File: config.mk
export PLATFORM = sky130hd
export DESIGN_NAME = vtype_cfg_validator
export DESIGN_NICKNAME = d
export VERILOG_FILES = /design/src/rtl/vtype_cfg_pkg.sv /design/src/rtl/vtype_field_check.sv /design/src/rtl/vtype_vlmax_calc.sv /design/src/rtl/vtype_cfg_validator.sv
export SDC_FILE = /design/constraint.sdc
export NUM_CORES = 1
export LEC_CHECK = 0
export BUFFER_PORTS_ARGS = -buffer_cell sky130_fd_sc_hd__buf_2
export CAP_MARGIN = 20
export CORE_MARGIN = 10
export CORE_UTILIZATION = 45
export DETAILED_ROUTE_END_ITERATION = 8
export GPL_TIMING_DRIVEN = 0
export PLACE_DENSITY = 0.77
export SYNTH_ARGS = -nofsm -noshare
export SYNTH_HDL_FRONTEND = slang
export SYNTH_SLANG_ARGS = --single-unit
File: constraint.sdc
create_clock -name clk -period 5.2 [get_ports clk]
set_input_delay 0 -clock clk [delete_from_list [all_inputs] [get_ports clk]]
set_output_delay 0 -clock clk [all_outputs]
set_load 0.03 [all_outputs]
File: src/rtl/vtype_cfg_pkg.sv
package vtype_cfg_pkg;
  localparam int unsigned LMUL_LSB = 0;
  localparam int unsigned SEW_LSB  = 3;
  localparam int unsigned TA_BIT   = 6;
  localparam int unsigned MA_BIT   = 7;
  localparam int unsigned ALT_BIT  = 8;
  localparam int unsigned RSV_LSB  = 9;

  localparam logic [2:0] LMUL_RSVD = 3'd4;

  // element width in bits for a SEW code
  function automatic logic [31:0] elem_bits(input logic [2:0] code);
    return 32'd8 << code;
  endfunction

  // right shift that turns a fractional LMUL code into its divisor
  function automatic logic [3:0] frac_shift(input logic [2:0] code);
    return 4'd8 - {1'b0, code};
  endfunction
endpackage

File: src/rtl/vtype_field_check.sv
module vtype_field_check
  import vtype_cfg_pkg::*;
#(
  parameter int unsigned XLEN = 32,
  parameter int unsigned ELEN = 64
) (
  input  logic                     top_bit,
  input  logic [XLEN-2:RSV_LSB]    rsv_bits,
  input  logic                     alt_bit,
  input  logic                     alt_enable,
  input  logic [2:0]               sew_code,
  input  logic [2:0]               lmul_code,
  output logic                     legal
);
  logic [31:0] width_bits;
  logic [31:0] frac_cap;
  logic        rsv_hit;
  logic        alt_bad;
  logic        too_wide;
  logic        lmul_bad;

  always_comb begin
    width_bits = elem_bits(sew_code);
    frac_cap   = 32'(ELEN) >> frac_shift(lmul_code);
    rsv_hit    = (|rsv_bits) | (alt_bit & ~alt_enable);
    alt_bad    = alt_bit & (sew_code > 3'd1);
    too_wide   = width_bits > 32'(ELEN);
    lmul_bad   = 1'b0;
    if (lmul_code == LMUL_RSVD) begin
      lmul_bad = 1'b1;
    end else if (lmul_code[2]) begin
      lmul_bad = width_bits > frac_cap;
    end
    legal = ~(top_bit | rsv_hit | alt_bad | too_wide | lmul_bad);
  end
endmodule

File: src/rtl/vtype_vlmax_calc.sv
module vtype_vlmax_calc
  import vtype_cfg_pkg::*;
#(
  parameter int unsigned VLEN = 128,
  localparam int unsigned VLW = $clog2(VLEN) + 1
) (
  input  logic [2:0]     sew_code,
  input  logic [2:0]     lmul_code,
  output logic [VLW-1:0] vlmax
);
  logic [VLW-1:0] per_reg;

  always_comb begin
    per_reg = VLW'(VLEN) >> ({1'b0, sew_code} + 4'd3);
    if (lmul_code[2]) begin
      vlmax = per_reg >> frac_shift(lmul_code);
    end else begin
      vlmax = per_reg << lmul_code[1:0];
    end
  end
endmodule

File: src/rtl/vtype_cfg_validator.sv
module vtype_cfg_validator
  import vtype_cfg_pkg::*;
#(
  parameter int unsigned XLEN = 32,
  parameter int unsigned VLEN = 128,
  parameter int unsigned ELEN = 64
) (
  input  logic            clk,
  input  logic            rst,
  input  logic            req_valid,
  input  logic            altfmt_en,
  input  logic [XLEN-1:0] req_vtype,
  input  logic [XLEN-1:0] req_avl,
  output logic [XLEN-1:0] vtype_o,
  output logic [XLEN-1:0] vl_o
);
  localparam int unsigned VLW = $clog2(VLEN) + 1;
  localparam logic [XLEN-1:0] ILL_WORD = {1'b1, {(XLEN-1){1'b0}}};

  logic            is_legal;
  logic [VLW-1:0]  vlmax;
  logic [XLEN-1:0] vlmax_x;
  logic [XLEN-1:0] next_vl;

  vtype_field_check #(.XLEN(XLEN), .ELEN(ELEN)) chk_i (
    .top_bit   (req_vtype[XLEN-1]),
    .rsv_bits  (req_vtype[XLEN-2:RSV_LSB]),
    .alt_bit   (req_vtype[ALT_BIT]),
    .alt_enable(altfmt_en),
    .sew_code  (req_vtype[SEW_LSB +: 3]),
    .lmul_code (req_vtype[LMUL_LSB +: 3]),
    .legal     (is_legal)
  );

  vtype_vlmax_calc #(.VLEN(VLEN)) vlmax_i (
    .sew_code (req_vtype[SEW_LSB +: 3]),
    .lmul_code(req_vtype[LMUL_LSB +: 3]),
    .vlmax    (vlmax)
  );

  always_comb begin
    vlmax_x = XLEN'(vlmax);
    next_vl = (req_avl < vlmax_x) ? req_avl : vlmax_x;
  end

  always_ff @(posedge clk) begin
    if (rst) begin
      vtype_o <= ILL_WORD;
      vl_o    <= '0;
    end else if (req_valid) begin
      if (is_legal) begin
        vtype_o <= req_vtype;
        vl_o    <= next_vl;
      end else begin
        vtype_o <= ILL_WORD;
        vl_o    <= '0;
      end
    end
  end
endmodule

==> run_results.csv <==
group,metric,value,unit
status,outcome,"complete, no violations",
floorplanning,core,0.00628,mm^2
layout,layout_common_cells,"sky130_fd_sc_hd__buf_2 (133), sky130_fd_sc_hd__dfxtp_1 (64), sky130_fd_sc_hd__and2_1 (50), sky130_fd_sc_hd__nand2_1 (18), sky130_fd_sc_hd__ha_1 (18)",
routing,iteration_0_drc_count_of_the_detailed_router,176,
synthesis,ys_seq_area_share,44.8,%
run,max_cap_viol_count,0,
pwr,internal_power,0.000811,W
floorplanning,initial_core_utilization,45.6,%
routing,num_vias,2645,
timing,setup_tns,0,ps
grt,grt.total_usage,16.4,%
pwr,power.sequential.fraction,46.1,%
critical_path,critical_path_arrival,3730,ps
critical_path,timing.reg2reg.setup_slack,4040,ps
synthesis,synth.ff_latch_count,64,
floorplanning,die_area,0.00995,mm^2
critical_path,critical_path.max_fanout,10,
clock_tree,cts_max_level,3,
layout,most_common_cell_after_layout_fill_and_taps_aside,"sky130_fd_sc_hd__buf_2",
grt,grt_first_pass_wirelength,13700,um
timing,worst_slew_margin,44.7,%
floorplanning,chipWidth,99.8,um
timing,finClkSkew,0,ps
layout,syn_to_final_growth,38.0,%
synthesis,syn_area,0.00286,mm^2
timing,finalHoldViolCount,0,
grt,grt_remaining_overflow,0,
pwr,switching_power,0.000252,W
timing,layout_min_cycle_time,3530,ps
layout,nets,526,
floorplanning,die_h,99.8,um
pwr,comb_power_share,9.8,%
timing,post-route-period-util,67.9,%
pwr,max-vdd-ir-drop,0.000266,V
pwr,p_per_area,269,mW/mm^2
worst_hold_path,hold_path_depth,3,
synthesis,synth_enable_flop_cells,0,
placed_design,placement.io_buffers,131,
clock_tree,clockBufferDepth,2,
worst_hold_path,worstHoldPathType,"input port to register",
synthesis,async_reset_ff_share,0,%
clock_tree,cts_root_buffer,"sky130_fd_sc_hd__clkbuf_8",
critical_path,worstPathRequired,5400,ps
synthesis,synthesis.yosys.warnings,0,
clock_tree,clock_tree_sinks,64,
synthesis,avgSynthCellArea,9.97,um^2
routing,vias_per_cell,5.07,
critical_path,path_class,"input port to register",
routing,routedWlPerCell,15.7,um
synthesis,yosysUniqueCellTypes,48,
routing,drt-total-wl,8200,um
synthesis,dominant_synthesized_flop_cell,"sky130_fd_sc_hd__dfxtp_1",
synthesis,synth_nets,373,
pwr,p_sw_share,23.7,%
routing,first_pass_iters,4,
pwr,power.clock.fraction,44.2,%
timing,worst_slew_pin_slew,829,ps
placed_design,dpl.hpwl,6450,um
grt,grt_antenna_before_repair,0,
clock_tree,clkLatencyLatePin,320,ps
layout,postLayoutCellArea,0.00395,mm^2
critical_path,endpoint_kind,"register",
clock_tree,cts_made_buffers,9,
grt,largest_net_degree_at_the_start_of_global_routing,14,
routing,antenna_violating_nets_post_route,0,
clock_tree,worst_setup_hold_path_clk_slew,70,ps
critical_path,r2r_cells,3,
timing,final_max_slew_viol_count,0,
layout,n_antenna_cell,0,
timing,setup_failing_eps_final,0,
grt,first_global_vias,2851,
floorplanning,pin_count,132,
placed_design,finalWeightedCongestion,0.911,
pwr,p_leak,1.91,nW
critical_path,start_kind,"input port",
timing,max_freq,283,MHz
synthesis,post_synth_inst_count,287,
layout,finish.utilization,62.9,%
floorplanning,floorplan.rows,29,
layout,drive_gt1_share,37.1,%
routing,drcViolationCount,0,
timing,final.hold.worst_slack,14.4,ps
clock_tree,tritoncts,"built",
timing,unrepaired_setup_endpoints_after_global_routing,"false",
placed_design,placedInstanceArea,0.00361,mm^2
## cell families after synthesis
| logic type | Yosys count | synth area share, % |
|---|---|---|
| XOR/XNOR | 3 | 0.918 |
| AND/OR/NAND/NOR | 124 | 25.3 |
| flip-flops | 64 | 44.8 |
| buffers and inverters | 22 | 3.37 |
| adder cells (fa/ha/maj) | 18 | 7.87 |
| AO/OA/AOI/OAI | 56 | 17.8 |
## worst max-delay path, stage by stage
cell	delay, ps
sky130_fd_sc_hd__buf_2	170
sky130_fd_sc_hd__clkbuf_1	340
sky130_fd_sc_hd__inv_1	190
sky130_fd_sc_hd__ha_1	410
sky130_fd_sc_hd__xor2_1	280
sky130_fd_sc_hd__a21oi_1	110
sky130_fd_sc_hd__o31ai_1	300
sky130_fd_sc_hd__o21ai_1	130
sky130_fd_sc_hd__ha_1	310
sky130_fd_sc_hd__o21a_1	190
sky130_fd_sc_hd__o2111a_1	260
sky130_fd_sc_hd__a2111oi_4	620
sky130_fd_sc_hd__o21a_4	310
sky130_fd_sc_hd__o211ai_2	100
## per-layer routing
metal	part of all wire (%)	GRT usage, %
met5	0	0
met1	43	19.5
met4	0.23	3.31
met3	10	8.32
met2	46	26.1
## power by group through the flow
| stage | Clock (W) | Combinational [W] | Sequential, W |
|---|---|---|---|
| global route | 0.000499 | 0.000118 | 0.000490 |
| detailed placement | 0 | 0.0000976 | 0.000501 |
| CTS | 0.000484 | 0.000104 | 0.000490 |
| global placement | 0 | 0.0000942 | 0.000501 |
| floorplan | 0 | 0.0000542 | 0.000501 |
| finish | 0.000470 | 0.000104 | 0.000490 |
## flip-flops by register name, indices dropped and copies added, names as in the netlist
| register | flops |
|---|---|
| vl_o | 32 |
| vtype_o | 32 |
## final cells by class
| type | count | area (um^2) |
|---|---|---|
| Clock inverter | 7 | 103 |
| Sequential cell | 64 | 1280 |
| Fill cell | 530 | 2330 |
| Tap cell | 77 | 96.3 |
| Multi-Input combinational cell | 201 | 1490 |
| Timing Repair Buffer | 142 | 766 |
| Clock buffer | 9 | 124 |
| Inverter | 6 | 22.5 |
| Buffer | 16 | 73.8 |
## path summary, 6_finish.rpt
check                                   from     endpoint
worst max-delay path            req_vtype[0]      vl_o[2]
worst min register to register      vl_o[30]     vl_o[30]
worst min-delay path              req_avl[2]      vl_o[2]
worst max register to register   vtype_o[31]  vtype_o[31]
## timing repair
item	in CTS	in global routing
setup buffers	0	0
hold buffers	11	0
endpoints found under the hold margin	10	0
resized for setup	0	0
## synthesized netlist by cell type, types with 2 or more instances
cell | number | area share (%)
sky130_fd_sc_hd__o21a_1 | 2 | 0.52
sky130_fd_sc_hd__o21ai_0 | 3 | 0.52
sky130_fd_sc_hd__xor2_1 | 2 | 0.61
sky130_fd_sc_hd__a22o_1 | 8 | 2.4
sky130_fd_sc_hd__nor4_1 | 10 | 2.2
sky130_fd_sc_hd__buf_4 | 3 | 0.79
sky130_fd_sc_hd__and2_1 | 50 | 11
sky130_fd_sc_hd__nand2b_1 | 4 | 0.87
sky130_fd_sc_hd__nor2_1 | 11 | 1.4
sky130_fd_sc_hd__nor3_1 | 6 | 1.0
sky130_fd_sc_hd__o2111ai_1 | 9 | 2.8
sky130_fd_sc_hd__a21oi_1 | 5 | 0.87
sky130_fd_sc_hd__nand3_1 | 3 | 0.52
sky130_fd_sc_hd__nand4_1 | 7 | 1.5
sky130_fd_sc_hd__nor3b_1 | 2 | 0.52
sky130_fd_sc_hd__ha_1 | 18 | 7.9
sky130_fd_sc_hd__buf_2 | 2 | 0.35
sky130_fd_sc_hd__a2111oi_4 | 2 | 1.9
sky130_fd_sc_hd__or2b_1 | 3 | 0.79
sky130_fd_sc_hd__nand2_1 | 18 | 2.4
sky130_fd_sc_hd__o211ai_2 | 8 | 3.5
sky130_fd_sc_hd__dfxtp_1 | 64 | 45
sky130_fd_sc_hd__clkbuf_1 | 11 | 1.4
sky130_fd_sc_hd__o31ai_1 | 2 | 0.52
sky130_fd_sc_hd__inv_1 | 6 | 0.79
sky130_fd_sc_hd__a31oi_1 | 2 | 0.44
sky130_fd_sc_hd__o211ai_1 | 2 | 0.52
sky130_fd_sc_hd__o21ai_1 | 3 | 0.52
sky130_fd_sc_hd__and4_1 | 2 | 0.61
## through the flow
step	instances	setup slack, ps	power [W]
6_report	522	1670	0.00106
5_1_grt	522	1350	0.00111
4_1_cts	522	1740	0.00108
3_5_place_dp	495	1430	0.000599
3_3_place_gp	495	1470	0.000595
2_1_floorplan	287	2080	0.000555
No activity file was read; power rests on OpenSTA's default activity.
